==> src/rtl/io_dec_pkg.sv <==
package io_dec_pkg;

  localparam int REGION_BITS = 4;
  localparam int NUM_REGIONS = 1 << REGION_BITS;
  localparam int OFS_W       = 12;
  localparam int CYC_W       = 3;

  function automatic logic [OFS_W-1:0] region_mask(input logic [REGION_BITS-1:0] r);
    logic [OFS_W-1:0] m;
    case (r)
      4'd3:                        m = 12'h1FF;
      4'd4, 4'd9, 4'd11, 4'd15:    m = 12'hFFF;
      4'd6:                        m = 12'h01F;
      4'd8, 4'd10, 4'd13, 4'd14:   m = 12'h07F;
      default:                     m = 12'h0FF;
    endcase
    return m;
  endfunction

  function automatic logic [CYC_W-1:0] read_len(input logic [REGION_BITS-1:0] r);
    logic [CYC_W-1:0] n;
    if (r < 4'd3)       n = 3'd2;
    else if (r == 4'd3) n = 3'd4;
    else                n = 3'd3;
    return n;
  endfunction

  function automatic logic [CYC_W-1:0] write_len(input logic [REGION_BITS-1:0] r);
    logic [CYC_W-1:0] n;
    if (r < 4'd3 || r == 4'd4) n = 3'd2;
    else if (r == 4'd3)        n = 3'd4;
    else                       n = 3'd3;
    return n;
  endfunction

endpackage

==> src/rtl/io_rst_sync.sv <==
module io_rst_sync #(
  parameter int STAGES = 2
) (
  input  logic clk,
  input  logic rst_n,
  output logic rst_n_sync
);
  logic [STAGES-1:0] chain_q;

  always_ff @(posedge clk or negedge rst_n) begin
    if (!rst_n) chain_q <= '0;
    else        chain_q <= {chain_q[STAGES-2:0], 1'b1};
  end

  assign rst_n_sync = chain_q[STAGES-1];
endmodule

==> src/rtl/io_region_lut.sv <==
module io_region_lut
  import io_dec_pkg::*;
(
  input  logic [REGION_BITS-1:0] idx,
  input  logic                   write,
  input  logic                   peek,
  output logic [OFS_W-1:0]       mask,
  output logic [CYC_W-1:0]       load
);
  logic [CYC_W-1:0] total;

  always_comb begin
    mask  = region_mask(idx);
    total = write ? write_len(idx) : read_len(idx);
    // a peek is a single-cycle access: counter starts at zero
    load  = peek ? '0 : total - CYC_W'(1);
  end
endmodule

==> src/rtl/io_wait_timer.sv <==
module io_wait_timer #(
  parameter int CYC_W = 3
) (
  input  logic             clk,
  input  logic             rst_n,
  input  logic             start,
  input  logic [CYC_W-1:0] load,
  output logic             busy,
  output logic             last
);
  logic             busy_q, busy_d;
  logic [CYC_W-1:0] cnt_q, cnt_d;

  always_comb begin
    busy_d = busy_q;
    cnt_d  = cnt_q;
    if (start) begin
      busy_d = 1'b1;
      cnt_d  = load;
    end else if (busy_q) begin
      if (cnt_q == '0) busy_d = 1'b0;
      else             cnt_d  = cnt_q - CYC_W'(1);
    end
  end

  always_ff @(posedge clk or negedge rst_n) begin
    if (!rst_n) begin
      busy_q <= 1'b0;
      cnt_q  <= '0;
    end else begin
      busy_q <= busy_d;
      cnt_q  <= cnt_d;
    end
  end

  assign busy = busy_q;
  assign last = busy_q && (cnt_q == '0);

  AST_TIMER_HOLD: assert property (@(posedge clk) disable iff (!rst_n)
    busy && !last |=> busy);
  AST_TIMER_END: assert property (@(posedge clk) disable iff (!rst_n)
    last && !start |=> !busy);
endmodule

==> src/rtl/io_sel_decoder.sv <==
module io_sel_decoder #(
  parameter int IDX_W = 4,
  localparam int N    = 1 << IDX_W
) (
  input  logic             en,
  input  logic [IDX_W-1:0] idx,
  output logic [N-1:0]     sel
);
  for (genvar i = 0; i < N; i++) begin : g_sel
    assign sel[i] = en && (idx == IDX_W'(i));
  end
endmodule

==> src/rtl/io_port_decoder.sv <==
module io_port_decoder
  import io_dec_pkg::*;
#(
  parameter int ADDR_W = 16,
  parameter int DATA_W = 8
) (
  input  logic                          clk,
  input  logic                          rst_n,
  input  logic                          req_valid,
  input  logic                          req_write,
  input  logic                          req_peek,
  input  logic [ADDR_W-1:0]             req_addr,
  input  logic [DATA_W-1:0]             req_wdata,
  input  logic                          wr_freeze,
  output logic                          req_ready,
  output logic [DATA_W-1:0]             rsp_rdata,
  output logic [NUM_REGIONS-1:0]        rgn_sel,
  output logic [OFS_W-1:0]              rgn_offset,
  output logic                          rgn_write,
  output logic                          rgn_peek,
  output logic [DATA_W-1:0]             rgn_wdata,
  input  logic [NUM_REGIONS*DATA_W-1:0] rgn_rdata
);
  localparam int IDX_LSB = ADDR_W - REGION_BITS;

  logic rst_n_s;
  io_rst_sync #(.STAGES(2)) u_rst (.clk(clk), .rst_n(rst_n), .rst_n_sync(rst_n_s));

  logic [REGION_BITS-1:0] req_idx;
  logic [OFS_W-1:0]       req_mask;
  logic [CYC_W-1:0]       req_load;
  assign req_idx = req_addr[ADDR_W-1:IDX_LSB];

  io_region_lut u_lut (
    .idx(req_idx), .write(req_write), .peek(req_peek),
    .mask(req_mask), .load(req_load)
  );

  logic busy, last, drop_q, drop_d;
  logic accept, frozen, start;

  assign accept = req_valid && !busy && !drop_q;
  assign frozen = req_write && !req_peek && wr_freeze;
  assign start  = accept && !frozen;
  assign drop_d = accept && frozen;

  io_wait_timer #(.CYC_W(CYC_W)) u_timer (
    .clk(clk), .rst_n(rst_n_s), .start(start), .load(req_load),
    .busy(busy), .last(last)
  );

  // latched access attributes, next-state / register split
  logic [REGION_BITS-1:0] idx_q, idx_d;
  logic [OFS_W-1:0]       ofs_q, ofs_d;
  logic                   wr_q, wr_d, pk_q, pk_d;
  logic [DATA_W-1:0]      wd_q, wd_d;

  always_comb begin
    idx_d = idx_q;
    ofs_d = ofs_q;
    wr_d  = wr_q;
    pk_d  = pk_q;
    wd_d  = wd_q;
    if (start) begin
      idx_d = req_idx;
      ofs_d = req_addr[OFS_W-1:0] & req_mask;
      wr_d  = req_write;
      pk_d  = req_peek;
      wd_d  = req_wdata;
    end
  end

  always_ff @(posedge clk or negedge rst_n_s) begin
    if (!rst_n_s) begin
      idx_q  <= '0;
      ofs_q  <= '0;
      wr_q   <= 1'b0;
      pk_q   <= 1'b0;
      wd_q   <= '0;
      drop_q <= 1'b0;
    end else begin
      idx_q  <= idx_d;
      ofs_q  <= ofs_d;
      wr_q   <= wr_d;
      pk_q   <= pk_d;
      wd_q   <= wd_d;
      drop_q <= drop_d;
    end
  end

  io_sel_decoder #(.IDX_W(REGION_BITS)) u_dec (.en(busy), .idx(idx_q), .sel(rgn_sel));

  assign rgn_offset = ofs_q;
  assign rgn_write  = busy && wr_q;
  assign rgn_peek   = busy && pk_q;
  assign rgn_wdata  = wd_q;
  assign req_ready  = last || drop_q;
  assign rsp_rdata  = (last && !wr_q) ? rgn_rdata[idx_q*DATA_W +: DATA_W] : '0;

  AST_BUSY_ONE_SEL: assert property (@(posedge clk) disable iff (!rst_n_s)
    busy |-> $countones(rgn_sel) == 1);
  AST_IDLE_NO_SEL: assert property (@(posedge clk) disable iff (!rst_n_s)
    !busy |-> rgn_sel == '0);
  AST_SEL_HELD: assert property (@(posedge clk) disable iff (!rst_n_s)
    busy && !last |=> $stable(rgn_sel) && $stable(rgn_offset));
  AST_FREEZE_DROP: assert property (@(posedge clk) disable iff (!rst_n_s)
    accept && frozen |=> req_ready && rgn_sel == '0 && !rgn_write);
  AST_PEEK_ONE: assert property (@(posedge clk) disable iff (!rst_n_s)
    start && req_peek |=> req_ready && rgn_peek);
  AST_RDATA_QUIET: assert property (@(posedge clk) disable iff (!rst_n_s)
    !req_ready |-> rsp_rdata == '0);
endmodule

==> config.mk <==
export PLATFORM = sky130hd
export DESIGN_NAME = io_port_decoder
export DESIGN_NICKNAME = d
export VERILOG_FILES = /design/src/rtl/io_dec_pkg.sv /design/src/rtl/io_rst_sync.sv /design/src/rtl/io_region_lut.sv /design/src/rtl/io_wait_timer.sv /design/src/rtl/io_sel_decoder.sv /design/src/rtl/io_port_decoder.sv
export SDC_FILE = /design/constraint.sdc
export NUM_CORES = 1
export LEC_CHECK = 0
export BUFFER_PORTS_ARGS = -buffer_cell sky130_fd_sc_hd__buf_2
export CAP_MARGIN = 30
export CELL_PAD_IN_SITES_DETAIL_PLACEMENT = 1
export CELL_PAD_IN_SITES_GLOBAL_PLACEMENT = 2
export CORE_MARGIN = 4
export CORE_UTILIZATION = 21
export CTS_CLUSTER_SIZE = 25
export DETAILED_ROUTE_END_ITERATION = 6
export PLACE_DENSITY_LB_ADDON = 0.12
export SLEW_MARGIN = 20
export SYNTH_ARGS = -nofsm -noshare
export SYNTH_HDL_FRONTEND = slang
export SYNTH_SLANG_ARGS = --single-unit
==> constraint.sdc <==
create_clock -name clk -period 2.15 [get_ports clk]
set_input_delay 0.215 -clock clk [delete_from_list [all_inputs] [get_ports clk]]
set_output_delay 0.215 -clock clk [all_outputs]
set_load 0.005 [all_outputs]
-- Yosys cells after proc, flatten, opt, wreduce, memory -nomap -nowiden
Memories as Yosys holds them, arrays and structs flattened.
Index checks and enable logic that the tools add are counted.
- bits in registers: 33
- bits in latches: 0
- RAM bits: 0
- ROM bits: 112
- input bits: 158
- output and inout bits: 47
- word-level logic and storage cells: 82
- memories: 1
- add/subtract/negate cells: 2
- $mul: 0
- div/mod/pow operators: 0
- $lt $le $gt $ge: 1
- equality and inequality tests: 18
- shift operators: 1
- multiplexer cells: 12
- bitwise operators: 1
- reductions and logical operators: 37
- memory list (name ; depth ; bits a word ; rd ports ; clocked after memory_dff ; write ports ; RTL line ; text):
    (no name shown) ; 16 ; 7 ; 1 ; 0 ; 0 ; io_dec_pkg.sv:10 ; case (r)
- operator list (kind ; number):
    variable part select 128 x 8 -> 8 bit ; 1
    equality test 4 bit, second input constant ; 8
    logical AND 1 bit ; 26
    2-to-1 mux 3 bit ; 8
    equality test 4 x 3 -> 1 bit, second input constant ; 5
    bitwise AND 12 bit ; 1
    equality test 4 x 2 -> 1 bit, second input constant ; 3
    2-to-1 mux 8 bit ; 1
    subtractor 3 x 1 -> 3 bit, second input constant ; 2
    zero test 1 bit ; 5
    equality test 4 x 1 -> 1 bit, second input constant ; 1
    zero test 4 bit ; 1
    less-than comparator 4 x 2 -> 1 bit, second input constant ; 1
    zero test 3 bit ; 1
    2-to-1 mux 1 bit ; 3
    logical OR 1 bit ; 2
    != test 2 bit, second input constant ; 1
    AND reduction 2 bit ; 1
    nonzero test 2 bit ; 1

-- Depth between registers and ports, before layout
- word-level depth: 7
- gate-level depth with buffers: 8
- depth with buffers taken out: 8

-- Hierarchy
A second synthesis with hierarchy kept.
- cells, all modules: 305
- area, all modules: 2905.3 um^2
- by module, submodules not included (module ; instances ; cells each ; area each (um^2) ; sequential area each (um^2)):
    io_port_decoder ; 1 ; 218 ; 2209.6 ; 675.6
    io_region_lut ; 1 ; 34 ; 282.8 ; 0.0
    io_wait_timer ; 1 ; 27 ; 241.5 ; 100.1
    io_sel_decoder ; 1 ; 23 ; 117.6 ; 0.0
    io_rst_sync ; 1 ; 3 ; 53.8 ; 50.0

-- Worst setup path before layout
OpenSTA, ideal clock, no wires.
- path kind: flip-flop to output port
- start: register u_timer.cnt_q[0]
- end: output rsp_rdata[0]
- arrival time: 1400 ps
- data required time: 1935 ps
- slack: 535 ps
- stages on the path, launching flop included: 7
- path buffers: 1
- path through: dfrtp_1 inv_1 ha_1 nand2b_1 or3_1 buf_6 o221ai_2
- cells in the longest elaborated chain, start to end: 4
- RTL lines (item ; RTL line ; text):
    from (decl) ; io_wait_timer.sv:12 ; logic [CYC_W-1:0] cnt_q, cnt_d;
    from (signal assigned) ; io_wait_timer.sv:32 ; cnt_q <= cnt_d;
    zero test 3 bit ; io_wait_timer.sv:37 ; assign last = busy_q && (cnt_q == '0);
    logical AND 1 bit ; io_wait_timer.sv:37 ;
    logical AND 1 bit ; io_port_decoder.sv:98 ; assign rsp_rdata = (last && !wr_q) ? rgn_rdata[idx_q*DATA_W +: DATA_W] : '0;
    2-to-1 mux 8 bit ; io_port_decoder.sv:98 ;
    to (decl) ; io_port_decoder.sv:16 ; output logic [DATA_W-1:0] rsp_rdata,
Every way passes these cells.

-- Worst setup path after layout
- start: register u_timer.cnt_q[1]
- end: output rsp_rdata[4]
Same word-level chain as after synthesis.

==> flow_summary.yaml <==
outcome:
  status: "complete, no violations"
cells_and_area:
  seqCellArea_um2: 828
  multi_input_area_mm2: 0.00178
  nets: 668
  diodes: 0
  syn_to_final_growth_pct: 54.7
  design_area_mm2: 0.00428
  instances_no_fill: 677
  nFillCells: 1542
  drive_above_1_share_pct: 54.9
die:
  pin_count: 205
  start_util_pct: 21.6
  row_count: 41
  dieArea_mm2: 0.0151
  fp.dieW_um: 123
  die_h_um: 123
  core_area_mm2: 0.0128
setup_path:
  reg2reg_depth: 4
  worstPathMaxFanout: 7
  arrival_ns: 1.84
  endpoint_kind: "output port"
  critPathLaunchType: "flop"
  cp.required_ns: 1.93
  worstSetupPathType: "reg2out"
global_routing:
  grt_use_met1_pct: 17.7
  use_met3_pct: 4.10
  antenna_found_initial: 0
  gr-max-usage-layer: "met2"
  grt_start_max_net_pins: 32
  overflow: 0
  grt_use_total_pct: 15.6
  first_global_vias: 3309
  grt_pass1_wl_mm: 18.2
  met2_usage_pct: 29.1
clock_tree:
  numCtsBuffers: 5
  cts.sinks: 33
  cts_tree: "done"
  cts_buffer_depth: 2
  cts_root_buf: "clkbuf_16"
  clk_latency_ns: 0.27
  h-tree-depth: 2
  cts.reportedPaths.clkPinSlew_ns: 0.05
placement:
  dp_slack_ns: 0.132
  dp.cells: 663
  io_buffers: 204
  gp_congestion: 0.776
  dpl-instance-area_mm2: 0.00399
  hpwl_mm: 10.3
synth:
  synthMostInstantiatedCell: "nand2_1"
  yosys.area.top_type: "dfrtp_1"
  yosys_warnings: 0
  synth_edf_count: 0
  syn-cell-area_mm2: 0.00277
  synth_fp_nets: 461
  yosys-top-cells-count: "nand2_1 (61), dfrtp_1 (33), mux2i_1 (33)"
  ys_ff_latch: 33
  synthCells: 297
  synth.top_cells.by_area: "dfrtp_1 (30%), mux4_2 (13%), mux2i_1 (12%), nand2_1 (8.3%), a22oi_1 (4.3%)"
  synth_flop_cell: "dfrtp_1"
  ys_types: 41
  avgSynthCellArea_um2: 9.31
  yosysTopAreaCellShare_pct: 29.9
  yosysSeqAreaShare_pct: 29.9
  synthArstFlopShare_pct: 100
detailed_routing:
  ant_nets: 0
  firstDrtPassIters: 6
  wire_per_inst_um: 18.0
  route.detailed.drc: 0
  drt_iter0_drc: 92
  wl_mm: 12.2
  viasPerCell: 4.49
  route.vias.total: 3040
timing:
  hold_violations: 0
  layout_setup_ws_ns: 0.0921
  slew_viol_final: 0
  min_period_over_period_pct: 95.7
  min_period_ns: 2.06
  fmax_ghz: 0.486
  finalSetupViolCount: 0
  hold_ws_ns: 0.128
  fin_worst_skew_ns: 0.00748
  tns_ns: 0
power:
  leakage_nw: 2.23
  vdd_ir_drop_max_mv: 0.395
  p_per_area_mw_per_mm2: 1080
hold_path:
  holdPathStages: 3
  hold_class: "in2reg"
run:
  drv_cap: 0
## per-layer routing
layer / up-vias / part of all wire [%]
met5: - / 0
met4: 0 / 1.2
met3: 10 / 9.4
met2: 131 / 52
met1: 1433 / 38
li1: 1466 / -
## critical path, cell delays in order (launching register included)
cell	delay, ns
dfrtp_1	0.37
inv_1	0.07
ha_2	0.21
nand2b_4	0.08
or3_4	0.39
buf_6	0.16
o221ai_2	0.14
buf_2	0.15
## flip-flops by register name (all words and copies together), names as in the netlist
| name | flops |
|---|---|
| idx_q | 4 |
| u_timer.cnt_q | 3 |
| u_rst.chain_q | 2 |
| pk_q | 1 |
| u_timer.busy | 1 |
| wr_q | 1 |
| drop_q | 1 |
| rgn_wdata | 8 |
| rgn_offset | 12 |
## logic make-up (layout without fill, tap and decap cells)
kind of cell,after synthesis,count (layout),synth area share [%]
muxes,51,51,25.8
adders and majority gates,6,6,2.71
xor gates and xnor gates,2,2,0.634
buffers and inverters,45,253,8.19
other,1,1,0.136
and+or+nand+nor,116,116,19.2
AOI/OAI and AO/OA,43,43,13.4
DFF,33,33,29.9
## where the power goes
group          switching (mW)  internal, mW
sequential              0.216         0.885
clock                   0.259         0.579
combinational            1.37          1.31
## cells in the final DEF, fill, tap and decap left out, types with 3 or more instances in the layout
cell type,Yosys,final
ha_1,6,5
buf_2,7,204
inv_1,22,21
buf_4,7,13
mux2i_1,33,33
nand3_1,11,4
dfrtp_1,33,31
nand2_1,61,61
buf_12,0,3
o21ai_0,4,4
nand3b_1,3,3
nor2_1,17,16
a22o_1,4,4
mux4_2,16,16
a22oi_1,16,16
nand3_2,1,8
clkbuf_16,0,5
nor3_1,5,5
and2_1,4,4
o221ai_2,8,8
## cell type report
class	instances	share of cell area [%]
clock buffer	7	3.33
clock inverter	1	0.702
inverter	23	2.02
multi-input combinational	219	41.5
sequential	33	19.4
tap	172	5.03
timing repair buffer	222	28.0
## metrics by stage
step / utilization [%] / power (mW)
6_report: 33.5 / 4.62
5_1_grt: 33.5 / 5.03
3_5_place_dp: 31.2 / 3.71
2_1_floorplan: - / 2.77
4_1_cts: 33.1 / 4.66
3_3_place_gp: 31.2 / 3.68
## final timing paths
kind / from / endpoint / slack [ns]
setup reg to reg: u_timer.busy / pk_q / 0.46
hold / removal: req_wdata[2] / rgn_wdata[2] / 0.13
min in group asynchronous: rst_n / u_rst.chain_q[0] / 0.25
setup / recovery: u_timer.cnt_q[1] / rsp_rdata[4] / 0.09
hold reg to reg: u_rst.chain_q[1] / rgn_offset[7] / 0.26
max in group asynchronous: u_rst.chain_q[1] / idx_q[1] / 1.56
## what timing repair did
item                                   CTS  global route
gates resized for setup                  4            13
endpoints found under the hold margin    2             0
setup endpoints to repair                8             8
setup buffers                            5             0
hold buffers                             1             0
Note: power is estimated with default switching activity, not from simulation.
